$ cat src/rtl/dmr_pkg.sv
package dmr_pkg;

    localparam int ADDR_BITS = 20;
    localparam int CNT_BITS  = 16;
    localparam int DEV_CHANS = 3;

    // Phase numbering inside a bus cycle (phase 0 = first clock)
    localparam logic [2:0] PH_WAIT      = 3'd2;
    localparam logic [2:0] PH_LAST_XFER = 3'd4;
    localparam logic [2:0] PH_LAST_REF  = 3'd3;

    typedef enum logic [1:0] {
        SQ_IDLE,
        SQ_HOLD,
        SQ_XFER
    } sq_state_t;

    localparam logic FLD_ADDR = 1'b0;
    localparam logic FLD_CTRL = 1'b1;

    function automatic logic [2:0] last_phase(input logic is_ref);
        return is_ref ? PH_LAST_REF : PH_LAST_XFER;
    endfunction

    function automatic logic in_strobe(input logic [2:0] ph, input logic is_ref);
        return (ph != 3'd0) && (ph < last_phase(is_ref));
    endfunction

endpackage

$ cat src/rtl/dmr_dev_chan.sv
module dmr_dev_chan #(
    parameter int ADDR_W = 20,
    parameter int CNT_W  = 16
) (
    input  logic              clk,
    input  logic              rst,
    input  logic              ld_addr,
    input  logic              ld_ctrl,
    input  logic [ADDR_W-1:0] wr_data,
    input  logic              step,
    output logic [ADDR_W-1:0] addr,
    output logic              dir,
    output logic              en,
    output logic              tc
);

    typedef struct packed {
        logic [ADDR_W-1:0] addr;
        logic [CNT_W-1:0]  cnt;
        logic              dir;
        logic              en;
        logic              tc;
    } chan_state_t;

    chan_state_t cs;

    always_ff @(posedge clk) begin
        if (rst) begin
            cs <= '0;
        end else begin
            if (ld_addr) begin
                cs.addr <= wr_data;
            end else if (step) begin
                cs.addr <= cs.addr + 1'b1;
            end
            if (ld_ctrl) begin
                cs.cnt <= wr_data[CNT_W-1:0];
                cs.dir <= wr_data[CNT_W];
                cs.en  <= 1'b1;
                cs.tc  <= 1'b0;
            end else if (step) begin
                if (cs.cnt == '0) begin
                    cs.tc <= 1'b1;
                    cs.en <= 1'b0;
                end else begin
                    cs.cnt <= cs.cnt - 1'b1;
                end
            end
        end
    end

    assign addr = cs.addr;
    assign dir  = cs.dir;
    assign en   = cs.en;
    assign tc   = cs.tc;

    AST_LAST_STEP_STOPS: assert property (@(posedge clk) disable iff (rst)
        (step && !ld_ctrl && cs.cnt == '0) |=> (tc && !en));
    AST_ADDR_ADVANCES: assert property (@(posedge clk) disable iff (rst)
        (step && !ld_addr) |=> (addr == $past(addr) + 1'b1));
    AST_TC_ONLY_WHEN_OFF: assert property (@(posedge clk) disable iff (rst)
        tc |-> !en);

endmodule

$ cat src/rtl/dmr_refresh_unit.sv
module dmr_refresh_unit #(
    parameter int ADDR_W = 20,
    parameter int CNT_W  = 16
) (
    input  logic              clk,
    input  logic              rst,
    input  logic              ld_row,
    input  logic              ld_period,
    input  logic [ADDR_W-1:0] wr_data,
    input  logic              done,
    output logic              pend,
    output logic [ADDR_W-1:0] row
);

    logic [CNT_W-1:0] period;
    logic [CNT_W-1:0] cnt;
    logic             expire;

    assign expire = !ld_period && (period != '0) && (cnt == '0);

    always_ff @(posedge clk) begin
        if (rst) begin
            period <= '0;
            cnt    <= '0;
        end else if (ld_period) begin
            period <= wr_data[CNT_W-1:0];
            cnt    <= wr_data[CNT_W-1:0];
        end else if (period != '0) begin
            cnt <= (cnt == '0) ? period : cnt - 1'b1;
        end
    end

    always_ff @(posedge clk) begin
        if (rst) begin
            pend <= 1'b0;
        end else if (expire) begin
            pend <= 1'b1;
        end else if (done) begin
            pend <= 1'b0;
        end
    end

    always_ff @(posedge clk) begin
        if (rst) begin
            row <= '0;
        end else if (ld_row) begin
            row <= wr_data;
        end else if (done) begin
            row <= row + 1'b1;
        end
    end

    AST_PEND_STICKY: assert property (@(posedge clk) disable iff (rst)
        (pend && !done) |=> pend);
    AST_TIMER_BOUND: assert property (@(posedge clk) disable iff (rst)
        (period != '0) |-> (cnt <= period));
    AST_ROW_STEPS: assert property (@(posedge clk) disable iff (rst)
        (done && !ld_row) |=> (row == $past(row) + 1'b1));

endmodule

$ cat src/rtl/dmr_arbiter.sv
module dmr_arbiter #(
    parameter int NDEV  = 3,
    parameter int IDX_W = 2
) (
    input  logic             ref_req,
    input  logic [NDEV-1:0]  dev_req,
    output logic             any,
    output logic             pick_ref,
    output logic [IDX_W-1:0] pick_idx
);

    always_comb begin
        pick_idx = '0;
        for (int i = NDEV - 1; i >= 0; i--) begin
            if (dev_req[i]) begin
                pick_idx = IDX_W'(i);
            end
        end
        pick_ref = ref_req;
        any      = ref_req || (|dev_req);
    end

endmodule

$ cat src/rtl/dma_refresh_ctrl.sv
module dma_refresh_ctrl
    import dmr_pkg::*;
#(
    parameter int NDEV   = DEV_CHANS,
    parameter int ADDR_W = ADDR_BITS,
    parameter int CNT_W  = CNT_BITS,
    localparam int SEL_W = $clog2(NDEV + 1),
    localparam int IDX_W = (NDEV > 1) ? $clog2(NDEV) : 1
) (
    input  logic              clk,
    input  logic              rst,
    input  logic              wr_en,
    input  logic [SEL_W-1:0]  wr_chan,
    input  logic              wr_field,
    input  logic [ADDR_W-1:0] wr_data,
    input  logic [NDEV-1:0]   dreq,
    input  logic              rdy,
    input  logic              hold_ack,
    output logic              hold_req,
    output logic [NDEV-1:0]   dack,
    output logic [NDEV-1:0]   tc,
    output logic              refresh_active,
    output logic [ADDR_W-1:0] mem_addr,
    output logic              mem_rd,
    output logic              mem_wr,
    output logic              io_rd,
    output logic              io_wr
);

    typedef struct packed {
        sq_state_t        st;
        logic [2:0]       phase;
        logic             is_ref;
        logic [IDX_W-1:0] idx;
    } seq_t;

    seq_t sq, sq_nx;

    logic [ADDR_W-1:0] ch_addr [NDEV];
    logic [NDEV-1:0]   ch_dir, ch_en, ch_step, ld_a, ld_c;
    logic              ref_pend, ref_done, ld_row, ld_period;
    logic [ADDR_W-1:0] ref_row;
    logic              any_req, pick_ref;
    logic [IDX_W-1:0]  pick_idx;
    logic              in_xfer, xfer_last, strb;
    logic [ADDR_W-1:0] sel_addr;
    logic              sel_dir;

    // Channel datapaths
    for (genvar g = 0; g < NDEV; g++) begin : g_chan
        assign ld_a[g]    = wr_en && (wr_chan == SEL_W'(g)) && (wr_field == FLD_ADDR);
        assign ld_c[g]    = wr_en && (wr_chan == SEL_W'(g)) && (wr_field == FLD_CTRL);
        assign dack[g]    = in_xfer && !sq.is_ref && (sq.idx == IDX_W'(g));
        assign ch_step[g] = dack[g] && xfer_last;

        dmr_dev_chan #(
            .ADDR_W (ADDR_W),
            .CNT_W  (CNT_W)
        ) u_chan (
            .clk     (clk),
            .rst     (rst),
            .ld_addr (ld_a[g]),
            .ld_ctrl (ld_c[g]),
            .wr_data (wr_data),
            .step    (ch_step[g]),
            .addr    (ch_addr[g]),
            .dir     (ch_dir[g]),
            .en      (ch_en[g]),
            .tc      (tc[g])
        );
    end

    assign ld_row    = wr_en && (wr_chan == SEL_W'(NDEV)) && (wr_field == FLD_ADDR);
    assign ld_period = wr_en && (wr_chan == SEL_W'(NDEV)) && (wr_field == FLD_CTRL);

    dmr_refresh_unit #(
        .ADDR_W (ADDR_W),
        .CNT_W  (CNT_W)
    ) u_refresh (
        .clk       (clk),
        .rst       (rst),
        .ld_row    (ld_row),
        .ld_period (ld_period),
        .wr_data   (wr_data),
        .done      (ref_done),
        .pend      (ref_pend),
        .row       (ref_row)
    );

    dmr_arbiter #(
        .NDEV  (NDEV),
        .IDX_W (IDX_W)
    ) u_arb (
        .ref_req  (ref_pend),
        .dev_req  (dreq & ch_en),
        .any      (any_req),
        .pick_ref (pick_ref),
        .pick_idx (pick_idx)
    );

    // Bus cycle sequencer
    assign in_xfer   = (sq.st == SQ_XFER);
    assign xfer_last = in_xfer && (sq.phase == last_phase(sq.is_ref));

    always_comb begin
        sq_nx = sq;
        case (sq.st)
            SQ_IDLE: begin
                if (any_req) sq_nx.st = SQ_HOLD;
            end
            SQ_HOLD: begin
                if (hold_ack) begin
                    if (any_req) begin
                        sq_nx.st     = SQ_XFER;
                        sq_nx.phase  = 3'd0;
                        sq_nx.is_ref = pick_ref;
                        sq_nx.idx    = pick_idx;
                    end else begin
                        sq_nx.st = SQ_IDLE;
                    end
                end
            end
            SQ_XFER: begin
                if (xfer_last) begin
                    sq_nx.st    = SQ_IDLE;
                    sq_nx.phase = 3'd0;
                end else if (!sq.is_ref && sq.phase == PH_WAIT && !rdy) begin
                    sq_nx.phase = sq.phase;
                end else begin
                    sq_nx.phase = sq.phase + 3'd1;
                end
            end
            default: sq_nx.st = SQ_IDLE;
        endcase
    end

    always_ff @(posedge clk) begin
        if (rst) begin
            sq <= '{st: SQ_IDLE, phase: 3'd0, is_ref: 1'b0, idx: '0};
        end else begin
            sq <= sq_nx;
        end
    end

    // Output decode
    always_comb begin
        sel_addr = '0;
        sel_dir  = 1'b0;
        for (int i = 0; i < NDEV; i++) begin
            if (sq.idx == IDX_W'(i)) begin
                sel_addr = ch_addr[i];
                sel_dir  = ch_dir[i];
            end
        end
    end

    assign strb           = in_xfer && in_strobe(sq.phase, sq.is_ref);
    assign refresh_active = in_xfer && sq.is_ref;
    assign ref_done       = refresh_active && xfer_last;
    assign hold_req       = (sq.st != SQ_IDLE);
    assign mem_addr       = !in_xfer ? '0 : (sq.is_ref ? ref_row : sel_addr);
    assign mem_rd         = strb && (sq.is_ref || !sel_dir);
    assign mem_wr         = strb && !sq.is_ref && sel_dir;
    assign io_rd          = strb && !sq.is_ref && sel_dir;
    assign io_wr          = strb && !sq.is_ref && !sel_dir;

    AST_SINGLE_OWNER: assert property (@(posedge clk) disable iff (rst)
        $onehot0({refresh_active, dack}));
    AST_BUS_NEEDS_HOLD: assert property (@(posedge clk) disable iff (rst)
        (refresh_active || (|dack) || mem_rd || mem_wr || io_rd || io_wr) |-> hold_req);
    AST_HOLD_RELEASED: assert property (@(posedge clk) disable iff (rst)
        xfer_last |=> !hold_req);
    AST_NO_GRANT_EARLY: assert property (@(posedge clk) disable iff (rst)
        (sq.st == SQ_HOLD && !hold_ack) |=> (dack == '0 && !refresh_active));
    AST_ADDR_STEADY: assert property (@(posedge clk) disable iff (rst)
        ((|dack) && $past(|dack)) |-> $stable(mem_addr));
    AST_REF_READ_ONLY: assert property (@(posedge clk) disable iff (rst)
        refresh_active |-> (!mem_wr && !io_rd && !io_wr));
    AST_REF_FIRST: assert property (@(posedge clk) disable iff (rst)
        (sq.st == SQ_HOLD && hold_ack && ref_pend) |=> refresh_active);
    AST_STROBE_PAIRS: assert property (@(posedge clk) disable iff (rst)
        !(mem_rd && mem_wr) && !(io_rd && io_wr));

endmodule

$ cat config.mk
export PLATFORM = sky130hd
export DESIGN_NAME = dma_refresh_ctrl
export DESIGN_NICKNAME = d
export VERILOG_FILES = /design/src/rtl/dmr_pkg.sv /design/src/rtl/dmr_dev_chan.sv /design/src/rtl/dmr_refresh_unit.sv /design/src/rtl/dmr_arbiter.sv /design/src/rtl/dma_refresh_ctrl.sv
export SDC_FILE = /design/constraint.sdc
export NUM_CORES = 1
export LEC_CHECK = 0
export BUFFER_PORTS_ARGS = -buffer_cell sky130_fd_sc_hd__buf_2
export CORE_MARGIN = 8
export CORE_UTILIZATION = 62
export DETAILED_ROUTE_END_ITERATION = 10
export GPL_TIMING_DRIVEN = 0
export PLACE_DENSITY = 0.85
export RECOVER_POWER = 50
export SYNTH_ARGS = -nofsm -noshare
export SYNTH_HDL_FRONTEND = slang
export SYNTH_SLANG_ARGS = --single-unit
$ cat constraint.sdc
create_clock -name clk -period 3.4 [get_ports clk]
set_input_delay 0.17 -clock clk [delete_from_list [all_inputs] [get_ports clk]]
set_output_delay 0.17 -clock clk [all_outputs]
set_load 0.1 [all_outputs]
==> results.tsv <==
stage	metric	value	unit
placed_design	port_buffers	45	
route	dr.pass1.iters	6	
critical_path	reg2reg_slack	0.18	ns
floorplanning	die_h	146	um
logic_synthesis	synth_cells	1293	
grt	grt_first_pass_wirelength	51.8	mm
route	wirelength	33.5	mm
placed_design	dp.cells	1558	
logic_synthesis	ys_seq_elements	178	
layout	n_fill_cell	1348	
floorplanning	start_util	63.1	%
job	drv_cap	0	
floorplanning	core-area	16500	um^2
route	ant_nets	0	
logic_synthesis	synthesis.area	10400	um^2
logic_synthesis	synth_seq_area_share	34.2	%
cts	clock_latency	0.45	ns
logic_synthesis	synth_edf_count	0	
grt	grt_max_degree	17	
logic_synthesis	syn_nets	1345	
critical_path	cp-start-kind	register	
placed_design	place.gp.congestion	0.954	
critical_path	cpMostUsedCell	nand4_1	
route	drtIter0Drc	1359	
critical_path	critPathCaptureType	register	
route	remaining_drc_errors	0	
floorplanning	row_count	47	
power_and_ir_drop	leakage	4.03	nW
layout	diodes	0	
min_path	hold_path_class	in -> reg	
critical_path	worstSetupPathType	reg -> reg	
logic_synthesis	synth_ff_type	dfxtp_1	
grt	first_global_vias	9651	
critical_path	cp_slowest_cell	a211oi_1	
logic_synthesis	synth_warnings	0	
outcome	status	finished, final reports clean	
critical_path	critPathMaxStageDelay	0.52	ns
placed_design	dpl.hpwl	23.0	mm
power_and_ir_drop	vdd_drop_max	0.391	mV
floorplanning	design.die.area	21200	um^2
timing	finalCritPeriodShare	94.6	%
critical_path	cp.required	3.73	ns
cts	cts_tree	done	
min_path	hold_path_depth	3	
timing	slew_headroom	19.6	%
layout	instances_no_fill	1588	
grt	antenna_found_initial	0	
critical_path	crit_arrival	3.55	ns
grt	grt_overflow_total	0	
critical_path	reg2reg_to	g_chan[1].u_chan.cs[8]	
route	wl_per_cell	21.1	um
logic_synthesis	synth-async-reset-ratio	0	%
timing	timing_hold_violations_final	0	
cts	cts_hold_buffers	0	
grt	track_usage	30.3	%
route	via_count	10600	
timing	max_slew.worst_pin.slew	1.21	ns
min_path	holdPathEnd	sq[2]	
cts	numCtsBuffers	17	
critical_path	worstPathMaxFanout	10	
min_path	hold_start	hold_ack	
timing	finalSetupViolCount	0	
timing	worst_hold_slack	0.0295	ns
timing	finalCriticalPeriod	3.22	ns
timing	tns	0	ns
logic_synthesis	syn_area_per_cell	8.07	um^2
cts	clock-root-buffer	clkbuf_16	
cts	clkTransAtPathRegs	0.07	ns
cts	cts.sinks	178	
layout	fin_nets	1408	
floorplanning	boundaryPins	63	
cts	post_cts_buffers	0	
timing	rsz0062_at_grt	no	
critical_path	rr_startpoint	sq[2]	
timing	slew_violations	0	
power_and_ir_drop	power_density	528	nW/um^2
cts	clk_path_buf_depth	2	
layout	area_delta_synth_final	10.6	%
cts	htree_levels	4	
logic_synthesis	synth_cell_type_count	59	
critical_path	crit_chain	buf_6 > inv_1 > clkbuf_2 > ha_1 > and3_2 > buf_2 > nand4_1 > a211oi_1 > nand4_1 > nor3b_1	
timing	clock_skew	0.0105	ns
floorplanning	die_w	146	um
critical_path	reg2reg_depth	10	
timing	max_freq	311	MHz
route	via_per_inst	6.65	
layout	layout-drive-gt1-share	8.55	%
[cells in the mapped netlist, types with 30 or more instances]
master	count	area (um^2)
a211oi_1	105	788
a21oi_1	41	205
clkbuf_1	68	255
dfxtp_1	178	3560
inv_1	31	116
mux2i_1	34	340
nand2_1	113	424
nand3_1	46	230
nor2_1	160	601
nor3_1	40	200
xnor2_1	73	639
xor2_1	30	263
[state kept, by name, summed over array words and instances, names as in the netlist]
register / count
g_chan.u_chan.dir: 3
g_chan.u_chan.en: 3
u_refresh.row: 20
g_chan.u_chan.tc: 3
u_refresh.cnt: 16
g_chan.u_chan.addr: 60
u_refresh.period: 16
sq: 8
u_refresh.pend: 1
g_chan.u_chan.cs: 48
[cell usage in the layout, fill, tap and decap left out, types with 17 or more instances in the layout]
cell type,n
dfxtp_1,178
nor2_1,158
nand2_1,113
a211oi_1,105
clkbuf_1,79
xnor2_1,73
nand3_1,46
a21oi_1,41
nor3_1,40
buf_2,37
mux2i_1,34
inv_1,31
xor2_1,30
nor4_1,27
or3_1,26
nand4_1,26
a311oi_1,25
o211ai_1,24
o21ai_0,23
ha_1,21
o211a_1,20
o22ai_1,17
clkbuf_16,17
[routing by layer]
layer / vias up / track usage [%] / part of all wire (%)
li1: 4866 / - / -
met1: 4925 / 39.6 / 40
met2: 668 / 45.7 / 43
met3: 100 / 8.40 / 12
met4: 0 / 13.8 / 4.1
met5: - / 0 / 0
[worst max-delay path, delay by kind of cell (launching register included)]
family	cells	cell delay, ns
DFF	1	0.38
adders and majority gates	1	0.34
and+or+nand+nor	4	1.05
AOI/OAI and AO/OA	1	0.52
buffers and inverters	4	0.82
[timing repair]
item,CTS,global route
gates resized for setup,3,6
pin swaps,0,0
setup endpoints to repair,48,19
[area by class of cell]
cell class                      instances  area, um^2  area share (%)
Buffer                                100         429            3.72
Clock buffer                           18         439            3.81
Clock inverter                         13         151            1.31
Inverter                               31         116            1.01
Multi-Input combinational cell        983        6350            55.0
Sequential cell                       178        3560            30.9
Tap cell                              220         275            2.39
Timing Repair Buffer                   45         211            1.83
[cells by family after synthesis]
logic type | Yosys count | share of synthesized area, %
buffers and inverters | 132 | 5.24
AND/OR/NAND/NOR | 521 | 25.0
adder cells (fa/ha/maj) | 21 | 2.52
XOR/XNOR | 103 | 8.65
multiplexers | 37 | 3.59
flip-flops | 178 | 34.2
AO/OA/AOI/OAI | 301 | 20.8
[report_power, final]
part	internal (mW)	switching, mW	leakage (nW)
Combinational	0.656	0.980	2.31
Sequential	2.24	0.194	1.45
Clock	1.11	0.910	0.281
Total	4.00	2.08	4.03
[per-stage QoR]
| step | utilization, % | cell area (um^2) | setup slack, ns | power, mW |
|---|---|---|---|---|
| after floorplan | - | 10400 | 0.203 | 3.68 |
| after global placement | 66.2 | 10900 | -0.245 | 4.01 |
| after detailed placement | 66.2 | 10900 | -0.287 | 4.05 |
| after CTS | 69.8 | 11500 | 0.162 | 6.02 |
| after global routing | 69.8 | 11500 | 0.00449 | 6.30 |
| final | 69.8 | 11500 | 0.184 | 6.09 |
[worst max-delay path by stage]
stage / end / start / slack [ns]
final: g_chan[1].u_chan.cs[8] / sq[2] / 0.18
after global routing: g_chan[0].u_chan.cs[15] / sq[2] / 0.004
after CTS: mem_wr / sq[2] / 0.16
after detailed placement: g_chan[0].u_chan.cs[15] / sq[2] / -0.29
after global placement: g_chan[0].u_chan.cs[15] / sq[2] / -0.25
after floorplan: io_wr / sq[2] / 0.20
(Power assumes the default switching activity.)
